<file path="src/rtl/phu_pkg.sv">
package phu_pkg;
   typedef enum logic [1:0] {EV_NONE, EV_READ, EV_WRITE} ev_kind_t;

   typedef struct packed {
      ev_kind_t kind;
      logic     bit_v;
   } bus_ev_t;
endpackage

</file>
<file path="src/rtl/phu_sync.sv">
module phu_sync #(
   parameter int WIDTH = 4,
   parameter int STAGES = 2,
   parameter logic [WIDTH-1:0] RST_VAL = '0
) (
   input  logic             clk,
   input  logic             rst_n,
   input  logic [WIDTH-1:0] d,
   output logic [WIDTH-1:0] q
);
   if (STAGES < 2) begin : g_bad_stages
      $error("phu_sync: STAGES must be at least 2");
   end

   logic [WIDTH-1:0] chain [STAGES];

   for (genvar s = 0; s < STAGES; s++) begin : g_stage
      if (s == 0) begin : g_first
         always_ff @(posedge clk or negedge rst_n)
            if (!rst_n) chain[s] <= RST_VAL;
            else        chain[s] <= d;
      end else begin : g_next
         always_ff @(posedge clk or negedge rst_n)
            if (!rst_n) chain[s] <= RST_VAL;
            else        chain[s] <= chain[s-1];
      end
   end

   assign q = chain[STAGES-1];
endmodule

</file>
<file path="src/rtl/phu_cycle_det.sv">
module phu_cycle_det
   import phu_pkg::*;
(
   input  logic    clk,
   input  logic    rst_n,
   input  logic    s_ce_n,
   input  logic    s_oe_n,
   input  logic    s_we_n,
   input  logic    s_din,
   output bus_ev_t ev
);
   logic p_ce_n, p_oe_n, p_we_n, p_din;

   always_ff @(posedge clk or negedge rst_n)
      if (!rst_n) begin
         p_ce_n <= 1'b1;
         p_oe_n <= 1'b1;
         p_we_n <= 1'b1;
         p_din  <= 1'b0;
      end else begin
         p_ce_n <= s_ce_n;
         p_oe_n <= s_oe_n;
         p_we_n <= s_we_n;
         p_din  <= s_din;
      end

   always_comb begin
      ev.kind  = EV_NONE;
      ev.bit_v = p_din;
      if (!p_ce_n && s_ce_n) begin
         if (!p_we_n)      ev.kind = EV_WRITE;
         else if (!p_oe_n) ev.kind = EV_READ;
      end
   end
endmodule

</file>
<file path="src/rtl/phu_matcher.sv">
module phu_matcher
   import phu_pkg::*;
#(
   parameter int KEY_BITS = 64,
   parameter logic [KEY_BITS-1:0] KEY = '0,
   localparam int PW = $clog2(KEY_BITS),
   localparam logic [PW-1:0] LAST = PW'(KEY_BITS - 1)
) (
   input  logic          clk,
   input  logic          rst_n,
   input  bus_ev_t       ev,
   input  logic          busy,
   output logic          unlock,
   output logic [PW-1:0] ptr,
   output logic          fail
);
   logic hit;

   assign hit    = (ev.bit_v == KEY[ptr]);
   assign unlock = !busy && (ev.kind == EV_WRITE) && !fail && hit && (ptr == LAST);

   always_ff @(posedge clk or negedge rst_n)
      if (!rst_n) begin
         ptr  <= '0;
         fail <= 1'b0;
      end else if (!busy) begin
         if (ev.kind == EV_READ) begin
            ptr  <= '0;
            fail <= 1'b0;
         end else if (ev.kind == EV_WRITE && !fail) begin
            if (!hit)              fail <= 1'b1;
            else if (ptr == LAST)  ptr  <= '0;
            else                   ptr  <= ptr + 1'b1;
         end
      end

   // after a mismatch the pointer stays put until a read
   assert_ptr_frozen_R4: assert property (@(posedge clk) disable iff (!rst_n)
      (fail && ev.kind != EV_READ) |=> ($stable(ptr) && fail));

   // a read outside a transfer rewinds the pointer
   assert_read_rewinds_R3: assert property (@(posedge clk) disable iff (!rst_n)
      (ev.kind == EV_READ && !busy) |=> (ptr == '0 && !fail));
endmodule

</file>
<file path="src/rtl/phu_xfer_reg.sv">
module phu_xfer_reg
   import phu_pkg::*;
#(
   parameter int XFER_BITS = 64,
   localparam int CW = $clog2(XFER_BITS),
   localparam logic [CW-1:0] LAST = CW'(XFER_BITS - 1)
) (
   input  logic                 clk,
   input  logic                 rst_n,
   input  bus_ev_t              ev,
   input  logic                 unlock,
   input  logic                 pload,
   input  logic [XFER_BITS-1:0] pdata,
   output logic                 active,
   output logic [XFER_BITS-1:0] data_q
);
   logic [CW-1:0] cnt;
   logic          step;

   assign step = active && (ev.kind != EV_NONE);

   always_ff @(posedge clk or negedge rst_n)
      if (!rst_n) begin
         active <= 1'b0;
         cnt    <= '0;
      end else if (unlock) begin
         active <= 1'b1;
         cnt    <= '0;
      end else if (step) begin
         cnt <= cnt + 1'b1;
         if (cnt == LAST) begin
            active <= 1'b0;
            cnt    <= '0;
         end
      end

   always_ff @(posedge clk or negedge rst_n)
      if (!rst_n)
         data_q <= '0;
      else if (step)
         data_q <= {(ev.kind == EV_WRITE) ? ev.bit_v : data_q[0], data_q[XFER_BITS-1:1]};
      else if (!active && pload)
         data_q <= pdata;

   // a load request during a transfer leaves the register alone
   assert_load_refused_R11: assert property (@(posedge clk) disable iff (!rst_n)
      (active && pload && ev.kind == EV_NONE) |=> $stable(data_q));

   // the last counted cycle ends the transfer
   assert_window_ends_R10: assert property (@(posedge clk) disable iff (!rst_n)
      (step && cnt == LAST && !unlock) |=> !active);
endmodule

</file>
<file path="src/rtl/phantom_unlock_seq.sv">
module phantom_unlock_seq
   import phu_pkg::*;
#(
   parameter int KEY_BITS = 64,
   parameter logic [KEY_BITS-1:0] KEY = 64'h9E37_79B9_7F4A_7C15,
   parameter int XFER_BITS = 64,
   parameter int SYNC_STAGES = 2
) (
   input  logic                 clk,
   input  logic                 rst_n,
   input  logic                 bus_ce_n,
   input  logic                 bus_oe_n,
   input  logic                 bus_we_n,
   input  logic                 din,
   output logic                 mem_ce_n,
   output logic                 dout,
   output logic                 dout_oe,
   input  logic                 pload,
   input  logic [XFER_BITS-1:0] pdata,
   output logic [XFER_BITS-1:0] data_q
);
   localparam int PW = $clog2(KEY_BITS);

   if (KEY_BITS < 2) begin : g_bad_key
      $error("phantom_unlock_seq: KEY_BITS must be at least 2");
   end
   if (XFER_BITS < 2) begin : g_bad_xfer
      $error("phantom_unlock_seq: XFER_BITS must be at least 2");
   end

   logic [3:0] s_bus;
   bus_ev_t    ev;
   logic       unlock, active, fail;
   logic [PW-1:0] ptr;

   phu_sync #(.WIDTH(4), .STAGES(SYNC_STAGES), .RST_VAL(4'b1110)) u_sync (
      .clk(clk), .rst_n(rst_n),
      .d({bus_ce_n, bus_oe_n, bus_we_n, din}),
      .q(s_bus)
   );

   phu_cycle_det u_det (
      .clk(clk), .rst_n(rst_n),
      .s_ce_n(s_bus[3]), .s_oe_n(s_bus[2]), .s_we_n(s_bus[1]), .s_din(s_bus[0]),
      .ev(ev)
   );

   phu_matcher #(.KEY_BITS(KEY_BITS), .KEY(KEY)) u_match (
      .clk(clk), .rst_n(rst_n), .ev(ev), .busy(active),
      .unlock(unlock), .ptr(ptr), .fail(fail)
   );

   phu_xfer_reg #(.XFER_BITS(XFER_BITS)) u_xfer (
      .clk(clk), .rst_n(rst_n), .ev(ev), .unlock(unlock),
      .pload(pload), .pdata(pdata), .active(active), .data_q(data_q)
   );

   assign mem_ce_n = active | bus_ce_n;
   assign dout     = data_q[0];
   assign dout_oe  = active & ~bus_ce_n & ~bus_oe_n;

   // a completed key opens the transfer window on the next clock
   assert_key_opens_R5: assert property (@(posedge clk) disable iff (!rst_n)
      unlock |=> active);

   // while a transfer runs the matcher is idle at the first key bit
   assert_matcher_parked_R3: assert property (@(posedge clk) disable iff (!rst_n)
      active |-> (ptr == '0 && !fail));
endmodule

</file>
<file path="config.mk">
export PLATFORM = sky130hd
export DESIGN_NAME = phantom_unlock_seq
export DESIGN_NICKNAME = d
export VERILOG_FILES = /design/src/rtl/phu_pkg.sv /design/src/rtl/phu_sync.sv /design/src/rtl/phu_cycle_det.sv /design/src/rtl/phu_matcher.sv /design/src/rtl/phu_xfer_reg.sv /design/src/rtl/phantom_unlock_seq.sv
export SDC_FILE = /design/constraint.sdc
export NUM_CORES = 1
export LEC_CHECK = 0
export ABC_AREA = 1
export ABC_CLOCK_PERIOD_IN_PS = 1700
export BUFFER_PORTS_ARGS = -buffer_cell sky130_fd_sc_hd__buf_2
export CAP_MARGIN = 0
export CORE_MARGIN = 3
export CORE_UTILIZATION = 48
export CTS_BUF_LIST = sky130_fd_sc_hd__clkbuf_8
export DETAILED_ROUTE_END_ITERATION = 10
export MAX_ROUTING_LAYER = met4
export PLACE_DENSITY_LB_ADDON = 0.1
export SLEW_MARGIN = 20
export SYNTH_ARGS = -nofsm -noshare
export SYNTH_HDL_FRONTEND = slang
export SYNTH_SLANG_ARGS = --single-unit
export TNS_END_PERCENT = 10
</file>
<file path="constraint.sdc">
create_clock -name clk -period 1.7 [get_ports clk]
set_input_delay 0.085 -clock clk [delete_from_list [all_inputs] [get_ports clk]]
set_output_delay 0.085 -clock clk [all_outputs]
set_load 0.01 [all_outputs]
</file>
==> results.md <==
* Area occupied by multi-input gates at 2030 µm²
* Most used DFF post-synth: dfrtp_1
* Iteration-0 DRC Markers at 239
* Crit path depth at 11
* Largest delay share family, worst path: simple AND/OR/NAND/NOR gates
* Buf+Inv Stages, Crit Path at 1
* H-tree depth at 3
* Status: finished, violations left
* Mapped Nets at 593
* GRT Max-Usage Layer: met2
* WL final at 12900 µm
* Max Clock Skew at 10.5 ps
* Power after layout at 0.00543 W
* Fmax at 560 MHz
* Yosys cell types at 34
* Routability congestion estimate from global placement at 0.902
* Reg2reg end: u_match.ptr[3]
* Cell Count, Final, Fillers Out at 837
* Seq. cell area at 2260 µm²
* R2R cell count at 11
* WP data required at 1940 ps
* Clock tree sinks at 90
* Setup CP Type: flip-flop to flip-flop
* Initial Utilization at 50.0%
* Final #Nets at 802
* Crit path capture type: flip-flop
* DPL Wire Length at 8090 µm
* RSZ-0062 raised after global routing: true
* M1 GR Usage at 35.7%
* Max-cap violation count at 0
* Area growth syn-to-layout at 44.2%
* R2R Setup Slk at -90 ps
* First-pass GRT wire length at 21000 µm
* WL per Instance at 15.4 µm
* Slew @ Worst Pin at 396 ps
* Filler cell count at 663
* Clock latency on the worst-skew pair at 360 ps
* Met3 global-route usage at 4.61%
* Via count at 4576
* Largest family of logic cells by synthesized area: simple AND/OR/NAND/NOR gates
* Clock Tree Root: clkbuf_8
* Pins Over Slew Limit at 0
* Pwr Density at 855 nW/µm²
* DRC Markers at 0
* DIE AREA at 10400 µm²
* Crit path max fanout at 7
* Final period util at 105%
* EDFF count, synth at 0
* Clk slew on worst S/H paths at 80 ps
* Die Width at 102 µm
* Vias/cell at 5.47
* Crit path DAT at 2030 ps
* Min Tclk post-route at 1790 ps
* Synth Area per Inst at 8.55 µm²
* Post-synthesis adder-cell area fraction at 1.99%
* Fin. Hold Viols at 0
* Final worst slack at -86.8 ps
* Max incr delay on CP at 430 ps
* Violated checks: negative setup slack
* Largest net degree at the start of global routing at 50
* Die H at 102 µm
* Multiplexer share of the synthesized area at 0%
* Max-slew headroom at 73.6%
* Synth warn at 0
* Num CTS Buffers at 9
* Worst VDD drop at 0.565 mV
* Setup TNS at -697 ps
* IO Port Bufs at 137
* Vias in the first global route at 4362
* Grt total ovfl at 0
* Sequential share of the synthesized area at 51.4%
* # diodes at 0
* Core Rows at 34
* Critical-path top delay cell: dfrtp_1
* Met2 Usage GRT at 39.3%
* Initial antenna violation count at 0
* Final setup vio count at 31
* Setup WS pre-CTS at -139 ps
* TritonCTS clock tree: done
* Crit path cell chain: buf_4, ha_1, nand3b_1, nand3_1, nand3_4, nand2_4, nand2_4, nand3_4, nand2_8, nand2_2, o21ai_2
* Synth Area in Simple Gates at 38.3%
* Mapped Area at 4410 µm²
* Compound-gate portion of the synthesized area at 1.85%
* Cells after Synth at 515
* Routed Antenna Nets at 0
* Xor/xnor share of the synthesized area at 0.795%
* Reg-to-Reg Start: u_match.ptr[1]
* WHS at 14.9 ps
* Hold Crit Class: primary input to flip-flop
* Async S/R FF share, synth at 100%
* Core area at 8810 µm²
* Maximum root-to-sink buffer count at 2
* Pleak at 3.14 nW
* Tot GR Track Use at 26.0%
* Placed cell count at 750
* # IOs at 138
* Startpoint types: flip-flop
* CP startpoint: u_match.ptr[1]
* Crit path to: u_match.ptr[3]
* DR pass1 iterations at 5
* Yosys reg bits at 90
* Share of cells above drive strength 1 at 33.5%
-- power breakdown --
group          switching, W  leakage [nW]  total [W]  internal [W]
logic              0.000723          1.94    0.00143      0.000706
clock network      0.000775         0.104    0.00150      0.000725
registers          0.000169          1.10    0.00250       0.00234
total               0.00167          3.14    0.00543       0.00377
-- tightest hold or removal path, cell delays in order --
cell	delay, ps
buf_2	80
nand3_1	70
nand3_1	90
-- Yosys cell counts (all sizes together) (3+ instances only) --
cell | number | area share (%)
nand4 | 3 | 0.77
clkbuf | 27 | 2.3
nor3 | 3 | 0.60
dfrtp | 81 | 46
xor2 | 4 | 0.80
a21oi | 3 | 0.60
nand2 | 101 | 9.4
o21ai | 8 | 1.1
ha | 7 | 2.0
inv | 24 | 2.1
nand3 | 217 | 26
nor2 | 14 | 1.3
buf | 9 | 1.3
dfstp | 9 | 5.4
-- metrics by stage --
step	util [%]	cell area (µm²)
final	72.2	6350
after global routing	72.2	6350
after detailed placement	60.4	5320
after floorplan	-	4410
after global placement	60.4	5320
after CTS	70.9	6250
-- cells by family (layout without fill, tap and decap cells) --
logic type | after synthesis | count (layout)
AOI/OAI and AO/OA | 12 | 12
xor gates and xnor gates | 4 | 4
adders and majority gates | 7 | 7
buffers and inverters | 60 | 273
DFF | 90 | 90
and+or+nand+nor | 342 | 343
-- flip-flops by register name, indices dropped and copies added (netlist names) --
name / flops
u_xfer.data_q: 64
u_match.ptr: 6
u_xfer.cnt: 6
u_sync.chain: 4
u_sync.q: 4
u_det.p_ce_n: 1
u_det.p_din: 1
u_det.p_oe_n: 1
u_det.p_we_n: 1
u_match.fail: 1
u_xfer.active: 1
-- placed cells by master (no fill, tap or decap), types with 2 or more instances in the layout --
master	instances
nand2_4	4
o21ai_0	3
a21oi_2	2
nor2_1	11
dlygate4sd3_1	66
ha_4	2
nand4_4	2
buf_12	4
nor2_2	3
nand2_2	8
nand4_1	2
ha_1	2
nand3_4	3
clkinv_4	2
nand2_1	88
clkbuf_8	10
o21ai_2	4
nand3_1	206
dfrtp_1	80
buf_4	26
nor3_1	2
dfstp_2	9
nand3_2	8
inv_1	16
buf_2	136
xor2_1	4
ha_2	3
inv_2	8
-- worst min path at each step --
stage / start / to / slack (ps) / cells after the start
3_3_place_gp: rst_n / u_xfer.data_q[9] / -10 / 1
4_1_cts: pdata[13] / u_xfer.data_q[13] / 3 / 3
2_1_floorplan: rst_n / u_det.p_din / -210 / 0
6_report: pdata[13] / u_xfer.data_q[13] / 10 / 3
5_1_grt: pdata[13] / u_xfer.data_q[13] / 10 / 3
3_5_place_dp: rst_n / u_xfer.data_q[8] / -20 / 1
-- repair_timing --
item | in CTS | in global routing
gates resized for setup | 8 | 22
gates cloned | 1 | 0
pin swaps | 7 | 11
buffers inserted | 2 | 2
setup endpoints to repair | 19 | 79
hold buffers | 66 | 0
endpoints found under the hold margin | 139 | 0
-- final cells by class --
| type | count | share of cell area, % |
|---|---|---|
| clock buffers | 10 | 2.17 |
| clock inverters | 6 | 1.06 |
| inverters | 24 | 1.46 |
| multi-input cells | 366 | 31.9 |
| flip-flops and latches | 90 | 35.6 |
| well taps | 108 | 2.13 |
| repair buffers | 233 | 25.6 |
-- layer usage --
layer	vias to the layer above	routed length [µm]
met5	-	0
met4	0	284
met3	28	861
met2	203	6200
met1	2171	5530
li1	2174	-
Note: power is estimated with default switching activity, not from simulation.
